==> config.mk <==
export PLATFORM = sky130hd
export DESIGN_NAME = insn_format_decoder
export DESIGN_NICKNAME = d
export VERILOG_FILES = /design/src/rtl/ifd_pkg.sv /design/src/rtl/ifd_field_split.sv /design/src/rtl/ifd_legality.sv /design/src/rtl/ifd_out_stage.sv /design/src/rtl/insn_format_decoder.sv
export SDC_FILE = /design/constraint.sdc
export NUM_CORES = 1
export LEC_CHECK = 0
export BUFFER_PORTS_ARGS = -buffer_cell sky130_fd_sc_hd__buf_2
export CAP_MARGIN = 20
export CORE_ASPECT_RATIO = 1.5
export CORE_UTILIZATION = 50
export CTS_CLUSTER_SIZE = 28
export DETAILED_ROUTE_END_ITERATION = 10
export HOLD_SLACK_MARGIN = 0.06
export PLACE_DENSITY = 0.85
export RECOVER_POWER = 100
export SYNTH_ARGS = -nofsm -noshare
export SYNTH_HDL_FRONTEND = slang
export SYNTH_SLANG_ARGS = --single-unit
==> constraint.sdc <==
create_clock -name clk -period 3.8 [get_ports clk]
set_input_delay 0.76 -clock clk [delete_from_list [all_inputs] [get_ports clk]]
set_output_delay 0.76 -clock clk [all_outputs]
set_load 0.01 [all_outputs]
==> src/rtl/ifd_pkg.sv <==
package ifd_pkg;

   typedef enum logic [1:0] {
      FMT_NONE  = 2'd0,
      FMT_ONE   = 2'd1,
      FMT_TWO   = 2'd2,
      FMT_THREE = 2'd3
   } fmt_e;

   localparam int unsigned F1_OP_BITS  = 7;
   localparam int unsigned F3_OP_BITS  = 4;
   localparam logic [7:0]  F1_LAST_OP  = 8'h39;
   localparam logic [7:0]  F1_GAP_LO   = 8'h10;
   localparam logic [7:0]  F1_GAP_HI   = 8'h18;
   localparam logic [3:0]  F3_LAST_OP  = 4'd9;

   // register-register opcode: is it defined at all
   function automatic logic f1_legal(input logic [7:0] op);
      logic bad;
      bad = (op == 8'h00) || ((op >= F1_GAP_LO) && (op <= F1_GAP_HI)) || (op > F1_LAST_OP);
      return !bad;
   endfunction

   // register-register opcode followed by a 32-bit big-endian constant
   function automatic logic f1_ext(input logic [7:0] op);
      logic hit;
      case (op)
         8'h01, 8'h03, 8'h08, 8'h09, 8'h0C, 8'h0D,
         8'h1A, 8'h1B, 8'h1D, 8'h1F, 8'h20, 8'h22,
         8'h24, 8'h30, 8'h36, 8'h37, 8'h38, 8'h39: hit = 1'b1;
         default:                                  hit = 1'b0;
      endcase
      return hit;
   endfunction

   function automatic logic f3_legal(input logic [3:0] op);
      return op <= F3_LAST_OP;
   endfunction

endpackage

==> src/rtl/ifd_field_split.sv <==
module ifd_field_split #(
   parameter int unsigned INSN_W = 16,
   parameter int unsigned OPC_W  = 8,
   parameter int unsigned REG_W  = 4,
   parameter int unsigned IMM_W  = 8,
   parameter int unsigned OFF_W  = 10,
   parameter int unsigned BOFF_W = 32
) (
   input  logic [INSN_W-1:0] insn_i,
   output ifd_pkg::fmt_e     fmt_o,
   output logic [OPC_W-1:0]  opc_o,
   output logic [REG_W-1:0]  reg_a_o,
   output logic [REG_W-1:0]  reg_b_o,
   output logic [IMM_W-1:0]  imm_o,
   output logic [BOFF_W-1:0] boff_o
);
   localparam int unsigned TOP   = INSN_W - 1;
   localparam int unsigned SX_W  = BOFF_W - OFF_W - 1;
   localparam int unsigned F1_OH = INSN_W - 1;
   localparam int unsigned F1_OL = 2 * REG_W;
   localparam int unsigned F2_RL = IMM_W;
   localparam int unsigned F3_OL = OFF_W;

   logic [BOFF_W-1:0] sext_off;
   assign sext_off = {{SX_W{insn_i[OFF_W-1]}}, insn_i[OFF_W-1:0], 1'b0};

   always_comb begin
      fmt_o   = ifd_pkg::FMT_NONE;
      opc_o   = '0;
      reg_a_o = '0;
      reg_b_o = '0;
      imm_o   = '0;
      boff_o  = '0;
      if (!insn_i[TOP]) begin
         fmt_o                    = ifd_pkg::FMT_ONE;
         opc_o[F1_OH-F1_OL:0]     = insn_i[F1_OH:F1_OL];
         reg_a_o                  = insn_i[2*REG_W-1:REG_W];
         reg_b_o                  = insn_i[REG_W-1:0];
      end else if (!insn_i[TOP-1]) begin
         fmt_o    = ifd_pkg::FMT_TWO;
         opc_o[1:0] = insn_i[TOP-2:TOP-3];
         reg_a_o  = insn_i[F2_RL+REG_W-1:F2_RL];
         imm_o    = insn_i[IMM_W-1:0];
      end else begin
         fmt_o    = ifd_pkg::FMT_THREE;
         opc_o[TOP-2-F3_OL:0] = insn_i[TOP-2:F3_OL];
         boff_o   = sext_off;
      end
   end
endmodule

==> src/rtl/ifd_legality.sv <==
module ifd_legality #(
   parameter int unsigned OPC_W       = 8,
   parameter int unsigned TABLE_STYLE = 0
) (
   input  ifd_pkg::fmt_e    fmt_i,
   input  logic [OPC_W-1:0] opc_i,
   output logic             illegal_o,
   output logic             ext_o
);
   localparam int unsigned F1_N = 2 ** ifd_pkg::F1_OP_BITS;
   localparam int unsigned F3_N = 2 ** ifd_pkg::F3_OP_BITS;

   logic f1_ok, f1_long, f3_ok, hi_clear;

   // opcode bits above the format-1 field are always zero from the splitter
   assign hi_clear = ~|opc_i[OPC_W-1:ifd_pkg::F1_OP_BITS];

   generate
      if (TABLE_STYLE == 0) begin : g_vec
         logic [F1_N-1:0] ok_vec;
         logic [F1_N-1:0] long_vec;
         logic [F3_N-1:0] br_vec;
         for (genvar gi = 0; gi < F1_N; gi++) begin : g_f1
            assign ok_vec[gi]   = ifd_pkg::f1_legal(8'(gi));
            assign long_vec[gi] = ifd_pkg::f1_ext(8'(gi));
         end
         for (genvar gj = 0; gj < F3_N; gj++) begin : g_f3
            assign br_vec[gj] = ifd_pkg::f3_legal(4'(gj));
         end
         assign f1_ok   = ok_vec[opc_i[ifd_pkg::F1_OP_BITS-1:0]] & hi_clear;
         assign f1_long = long_vec[opc_i[ifd_pkg::F1_OP_BITS-1:0]];
         assign f3_ok   = br_vec[opc_i[ifd_pkg::F3_OP_BITS-1:0]];
      end else begin : g_cmp
         logic [7:0] op8;
         assign op8     = {1'b0, opc_i[ifd_pkg::F1_OP_BITS-1:0]};
         assign f1_ok   = ifd_pkg::f1_legal(op8) & hi_clear;
         assign f1_long = ifd_pkg::f1_ext(op8);
         assign f3_ok   = ifd_pkg::f3_legal(opc_i[ifd_pkg::F3_OP_BITS-1:0]);
      end
   endgenerate

   always_comb begin
      illegal_o = 1'b0;
      ext_o     = 1'b0;
      unique case (fmt_i)
         ifd_pkg::FMT_ONE: begin
            illegal_o = !f1_ok;
            ext_o     = f1_ok & f1_long;
         end
         ifd_pkg::FMT_THREE: illegal_o = !f3_ok;
         default: ;
      endcase
   end
endmodule

==> src/rtl/ifd_out_stage.sv <==
module ifd_out_stage #(
   parameter int unsigned OPC_W     = 8,
   parameter int unsigned REG_W     = 4,
   parameter int unsigned IMM_W     = 8,
   parameter int unsigned BOFF_W    = 32,
   parameter int unsigned LEN_W     = 3,
   parameter int unsigned SHORT_LEN = 2,
   parameter int unsigned LONG_LEN  = 6
) (
   input  logic              clk,
   input  logic              rst_n,
   input  logic              vld_i,
   input  ifd_pkg::fmt_e     fmt_i,
   input  logic [OPC_W-1:0]  opc_i,
   input  logic [REG_W-1:0]  reg_a_i,
   input  logic [REG_W-1:0]  reg_b_i,
   input  logic [IMM_W-1:0]  imm_i,
   input  logic [BOFF_W-1:0] boff_i,
   input  logic              illegal_i,
   input  logic              ext_i,
   output logic              vld_o,
   output logic [1:0]        fmt_o,
   output logic [OPC_W-1:0]  opc_o,
   output logic [REG_W-1:0]  reg_a_o,
   output logic [REG_W-1:0]  reg_b_o,
   output logic [IMM_W-1:0]  imm_o,
   output logic [BOFF_W-1:0] boff_o,
   output logic [LEN_W-1:0]  len_o,
   output logic              illegal_o
);
   localparam logic [LEN_W-1:0] LEN_S = LEN_W'(SHORT_LEN);
   localparam logic [LEN_W-1:0] LEN_L = LEN_W'(LONG_LEN);

   logic keep;
   assign keep = !illegal_i;

   always_ff @(posedge clk or negedge rst_n) begin
      if (!rst_n) begin
         vld_o     <= 1'b0;
         fmt_o     <= 2'd0;
         opc_o     <= '0;
         reg_a_o   <= '0;
         reg_b_o   <= '0;
         imm_o     <= '0;
         boff_o    <= '0;
         len_o     <= LEN_S;
         illegal_o <= 1'b0;
      end else begin
         vld_o <= vld_i;
         if (vld_i) begin
            fmt_o     <= fmt_i;
            opc_o     <= keep ? opc_i   : '0;
            reg_a_o   <= keep ? reg_a_i : '0;
            reg_b_o   <= keep ? reg_b_i : '0;
            imm_o     <= keep ? imm_i   : '0;
            boff_o    <= keep ? boff_i  : '0;
            len_o     <= ext_i ? LEN_L : LEN_S;
            illegal_o <= illegal_i;
         end
      end
   end

   p_vld_follow_r9: assert property (@(posedge clk) disable iff (!rst_n)
      vld_i |=> vld_o);
   p_vld_drop_r9: assert property (@(posedge clk) disable iff (!rst_n)
      !vld_i |=> !vld_o);
   p_hold_r9: assert property (@(posedge clk) disable iff (!rst_n)
      !vld_i |=> ($stable(opc_o) && $stable(boff_o) && $stable(len_o) && $stable(fmt_o)));
   p_illegal_zero_r8: assert property (@(posedge clk) disable iff (!rst_n)
      illegal_o |-> (opc_o == '0 && reg_a_o == '0 && reg_b_o == '0 &&
                     imm_o == '0 && boff_o == '0 && len_o == LEN_S));
   p_len_pair_r7: assert property (@(posedge clk) disable iff (!rst_n)
      (len_o == LEN_S) || (len_o == LEN_L));
   p_long_only_f1_r7: assert property (@(posedge clk) disable iff (!rst_n)
      (len_o == LEN_L) |-> (fmt_o == 2'd1 && !illegal_o));
endmodule

==> src/rtl/insn_format_decoder.sv <==
module insn_format_decoder #(
   parameter int unsigned INSN_W      = 16,
   parameter int unsigned OPC_W       = 8,
   parameter int unsigned REG_W       = 4,
   parameter int unsigned IMM_W       = 8,
   parameter int unsigned OFF_W       = 10,
   parameter int unsigned BOFF_W      = 32,
   parameter int unsigned LEN_W       = 3,
   parameter int unsigned SHORT_LEN   = 2,
   parameter int unsigned EXT_BYTES   = 4,
   parameter int unsigned TABLE_STYLE = 0
) (
   input  logic              clk,
   input  logic              rst_n,
   input  logic [INSN_W-1:0] insn_i,
   input  logic              insn_vld_i,
   output logic              out_vld_o,
   output logic [1:0]        fmt_o,
   output logic [OPC_W-1:0]  opcode_o,
   output logic [REG_W-1:0]  reg_a_o,
   output logic [REG_W-1:0]  reg_b_o,
   output logic [IMM_W-1:0]  imm_o,
   output logic [BOFF_W-1:0] boff_o,
   output logic [LEN_W-1:0]  len_o,
   output logic              illegal_o
);
   localparam int unsigned LONG_LEN = SHORT_LEN + EXT_BYTES;

   generate
      if (INSN_W != 16)                 begin : g_bad_insn  $error("INSN_W must be 16"); end
      if (REG_W != 4 || IMM_W != 8)     begin : g_bad_field $error("REG_W/IMM_W fixed by encoding"); end
      if (OFF_W != 10)                  begin : g_bad_off   $error("OFF_W fixed by encoding"); end
      if (OPC_W < 8)                    begin : g_bad_opc   $error("OPC_W must hold 8 bits"); end
      if (BOFF_W < OFF_W + 2)           begin : g_bad_boff  $error("BOFF_W too narrow"); end
      if (LONG_LEN >= (2 ** LEN_W))     begin : g_bad_len   $error("LEN_W too narrow"); end
      if (TABLE_STYLE > 1)              begin : g_bad_style $error("TABLE_STYLE is 0 or 1"); end
   endgenerate

   ifd_pkg::fmt_e     sp_fmt;
   logic [OPC_W-1:0]  sp_opc;
   logic [REG_W-1:0]  sp_ra, sp_rb;
   logic [IMM_W-1:0]  sp_imm;
   logic [BOFF_W-1:0] sp_boff;
   logic              lg_illegal, lg_ext;

   ifd_field_split #(
      .INSN_W(INSN_W), .OPC_W(OPC_W), .REG_W(REG_W),
      .IMM_W(IMM_W), .OFF_W(OFF_W), .BOFF_W(BOFF_W)
   ) u_split (
      .insn_i (insn_i),
      .fmt_o  (sp_fmt),
      .opc_o  (sp_opc),
      .reg_a_o(sp_ra),
      .reg_b_o(sp_rb),
      .imm_o  (sp_imm),
      .boff_o (sp_boff)
   );

   ifd_legality #(
      .OPC_W(OPC_W), .TABLE_STYLE(TABLE_STYLE)
   ) u_legal (
      .fmt_i    (sp_fmt),
      .opc_i    (sp_opc),
      .illegal_o(lg_illegal),
      .ext_o    (lg_ext)
   );

   ifd_out_stage #(
      .OPC_W(OPC_W), .REG_W(REG_W), .IMM_W(IMM_W), .BOFF_W(BOFF_W),
      .LEN_W(LEN_W), .SHORT_LEN(SHORT_LEN), .LONG_LEN(LONG_LEN)
   ) u_stage (
      .clk      (clk),
      .rst_n    (rst_n),
      .vld_i    (insn_vld_i),
      .fmt_i    (sp_fmt),
      .opc_i    (sp_opc),
      .reg_a_i  (sp_ra),
      .reg_b_i  (sp_rb),
      .imm_i    (sp_imm),
      .boff_i   (sp_boff),
      .illegal_i(lg_illegal),
      .ext_i    (lg_ext),
      .vld_o    (out_vld_o),
      .fmt_o    (fmt_o),
      .opc_o    (opcode_o),
      .reg_a_o  (reg_a_o),
      .reg_b_o  (reg_b_o),
      .imm_o    (imm_o),
      .boff_o   (boff_o),
      .len_o    (len_o),
      .illegal_o(illegal_o)
   );

   p_fmt_one_r1: assert property (@(posedge clk) disable iff (!rst_n)
      (insn_vld_i && !insn_i[INSN_W-1]) |=> (fmt_o == 2'd1));
   p_fmt_three_r1: assert property (@(posedge clk) disable iff (!rst_n)
      (insn_vld_i && insn_i[INSN_W-1:INSN_W-2] == 2'b11) |=> (fmt_o == 2'd3));
   p_f2_legal_r3: assert property (@(posedge clk) disable iff (!rst_n)
      (insn_vld_i && insn_i[INSN_W-1:INSN_W-2] == 2'b10) |=> (fmt_o == 2'd2 && !illegal_o));
   p_f3_range_r6: assert property (@(posedge clk) disable iff (!rst_n)
      (insn_vld_i && insn_i[INSN_W-1:INSN_W-2] == 2'b11 && insn_i[13:10] > 4'd9) |=> illegal_o);
   p_f1_zero_r5: assert property (@(posedge clk) disable iff (!rst_n)
      (insn_vld_i && insn_i[INSN_W-1:8] == '0) |=> illegal_o);
endmodule

==> impl_metrics.ini <==
[synth]
ys.flop_type = dfrtp_1
yosysUniqueCellTypes = 47
ys_ff_latch = 38
synth_top_area_share_pct = 46.29
ys_seq_area_share_pct = 46.29
synth.avg_cell_area_um2 = 10.54
netlist.top_cell.by_area = dfrtp_1
synth-edff-count = 0
syn_area_mm2 = 0.002054
async_reset_ff_share_pct = 100.0
yosys-top-cells-area = dfrtp_1, buf_4, a22o_1, a22o_2, a221o_2
syn_inst = 195
ys_warn_count = 0

[global_routing]
grt_start_max_net_pins = 39
grt_pass1_wl_mm = 7.024
grt_usage_pct = 21.97
antenna_found_initial = 0
grt_overflow = 0
grt_pass1_vias = 1473

[finish]
drive_gt1_share_pct = 16.87
finalNonFillerCells = 288
area_delta_synth_final_pct = 9.074
final_nets = 261
multi_input_area_um2 = 804.5
seq_area_um2 = 950.9
fillerInstances = 388
diodes = 0

[placed_design]
gp_congestion = 0.8846
dp_slack_ns = 1.133
port_buffers = 77
dp_hpwl_mm = 3.216
dp.cells = 280

[setup_path]
r2r_slack_ns = 2.46
required_ns = 4.01
critPathCaptureType = flip-flop
path_class = in -> reg
cp_max_fo = 27
timing.rr.end = u_stage.len_o[2]$_DFFE_PN0P_
r2r_start = u_stage.len_o[2]$_DFFE_PN0P_
crit_arrival_ns = 3.01
rr_worst_depth = 4
worstSetupStartpointType = input port

[clocking]
clock_sinks = 38
numCtsBuffers = 5
cts_root_buf = clkbuf_8
clockBufferDepth = 2
post_cts_buffers = 0
h-tree-depth = 2
post_cts_resized = 0
clkSlewWorstSetupHoldPaths_ns = 0.07
hold_buffers = 0
clk_latency_ns = 0.29
cts_tree = built

[route]
vias = 1667
totalWireLength_mm = 4.551
dr.pass1.iters = 4
ant_nets = 0
drt_iter0_markers = 42
vias_per_cell = 5.788
avgRoutedWirePerCell_um = 15.80
drc_errors = 0

[floorplanning]
row_count = 28
start_util_pct = 52.36
core_mm2 = 0.003924
io_pins = 82
fp.dieH_um = 80.51
die_w_um = 54.34
die_area_mm2 = 0.004375

[sta]
fmax_ghz = 0.3569
setup_violations = 0
tns_ns = 0
final.min_clock_period_ns = 2.802
rsz0062_at_grt = false
slew_headroom_pct = -31.23
hold_violations = 0
worstMarginPinSlew_ns = 1.968
worst_slack_ns = 0.9979
min_period_over_period_pct = 73.74
finalMaxSlewViolations = 39
finClkSkew_ns = 0

[power_and_ir_drop]
peakVddDrop_uv = 317.6
cellPowerDensity_mw_per_mm2 = 399.8
leakagePower_nw = 1.004

[hold_path]
min_path_type = reg -> reg
whs_endpoint = u_stage.opc_o[4]$_DFFE_PN0P_
hold_path_depth = 1
hold_start = u_stage.opc_o[4]$_DFFE_PN0P_

[flow_run]
drv_cap = 1

[outcome]
run_status = complete, but fails checks
violations = capacitance limit, slew limit
[sequential cells by signal (all words and copies together), names as in the netlist]
register	cells
u_stage.boff_o	10
u_stage.imm_o	8
u_stage.opc_o	7
u_stage.reg_a_o	4
u_stage.reg_b_o	4
u_stage.fmt_o	2
u_stage.illegal_o	1
u_stage.len_o	1
u_stage.vld_o	1
[worst max path at each step]
stage / start / endpoint / slack [ns] / depth (start not counted)
CTS: insn_i[15] / u_stage.len_o[2]$_DFFE_PN0P_ / 1.43 / 6
floorplan: insn_i[15] / u_stage.len_o[2]$_DFFE_PN0P_ / 1.60 / 6
global route: insn_vld_i / u_stage.len_o[2]$_DFFE_PN0P_ / 0.78 / 5
detailed placement: insn_i[15] / u_stage.reg_a_o[3]$_DFFE_PN0P_ / 1.13 / 5
finish: insn_vld_i / u_stage.len_o[2]$_DFFE_PN0P_ / 1.0 / 5
global placement: insn_i[15] / u_stage.len_o[2]$_DFFE_PN0P_ / 1.17 / 6
[layout by cell type (no fill, tap or decap), types with 2 or more instances in the layout]
cell type / count
nor3_1: 3
o21ai_0: 6
o32ai_1: 2
a22o_1: 18
dfrtp_1: 38
clkbuf_8: 6
conb_1: 4
inv_1: 7
nor4bb_1: 2
clkbuf_1: 62
nand4_1: 2
buf_2: 15
a21oi_1: 3
nor2_1: 10
a221oi_1: 3
nand3_1: 3
o211ai_1: 4
nor3b_1: 2
nand3b_1: 2
nand2_1: 10
a22o_2: 5
nor2b_1: 6
o22ai_1: 2
a221o_2: 4
and2b_2: 3
[routing by layer]
layer	GRT usage, %	up-vias	wire, um
li1	-	774	-
met1	27.15	803	1846
met2	35.73	80	2316
met3	4.356	10	274
met4	9.487	0	114
met5	0	-	0
[Yosys cell counts (4+ instances only)]
library cell  instances
nand2_1              10
a22o_1               18
clkbuf_1              6
o21ai_0               6
buf_4                26
a221o_2               4
inv_1                 6
nor2_1               10
nor2b_1               6
dfrtp_1              38
a22o_2                5
o211ai_1              4
[report_power, final]
group	leakage (nW)	switching (mW)	internal (mW)	total [mW]
combinational	0.456	0.102	0.0608	0.163
clock	0.0472	0.140	0.146	0.285
sequential	0.501	0.0174	0.430	0.448
total	1.00	0.259	0.637	0.896
[area by class of cell]
type | count | area share, %
clock buffers | 6 | 3.685
clock inverters | 2 | 0.5583
inverters | 7 | 1.173
multi-input cells | 113 | 35.90
flip-flops and latches | 38 | 42.43
well taps | 45 | 2.513
repair buffers | 77 | 13.74
[worst max-delay path, cell delays in order]
cell and delay [ns]:
clkbuf_1 0.58, inv_1 0.63, a2111oi_4 0.77, nor2_2 0.08, nor3_1 0.18
[cells by family after synthesis]
logic type	after synthesis	share of synthesized area, %
AOI/OAI and AO/OA	57	23.81
and+or+nand+nor	51	14.07
buffers and inverters	46	14.92
DFF	38	46.28
other	2	0.3655
muxes	1	0.5481
[stage by stage]
stage / total power, mW / hold WS (ns) / utilization [%] / cell area [um2]
6_report: 0.8960 / 0.4914 / 57.11 / 2241
5_1_grt: 0.9374 / 0.5127 / 57.11 / 2241
4_1_cts: 0.9124 / 0.4870 / 59.09 / 2318
3_5_place_dp: 0.6286 / 0.4705 / 56.66 / 2223
3_3_place_gp: 0.6238 / 0.4660 / 56.66 / 2223
2_1_floorplan: 0.5779 / 0.4644 / - / 2062
(Power assumes the default switching activity.)
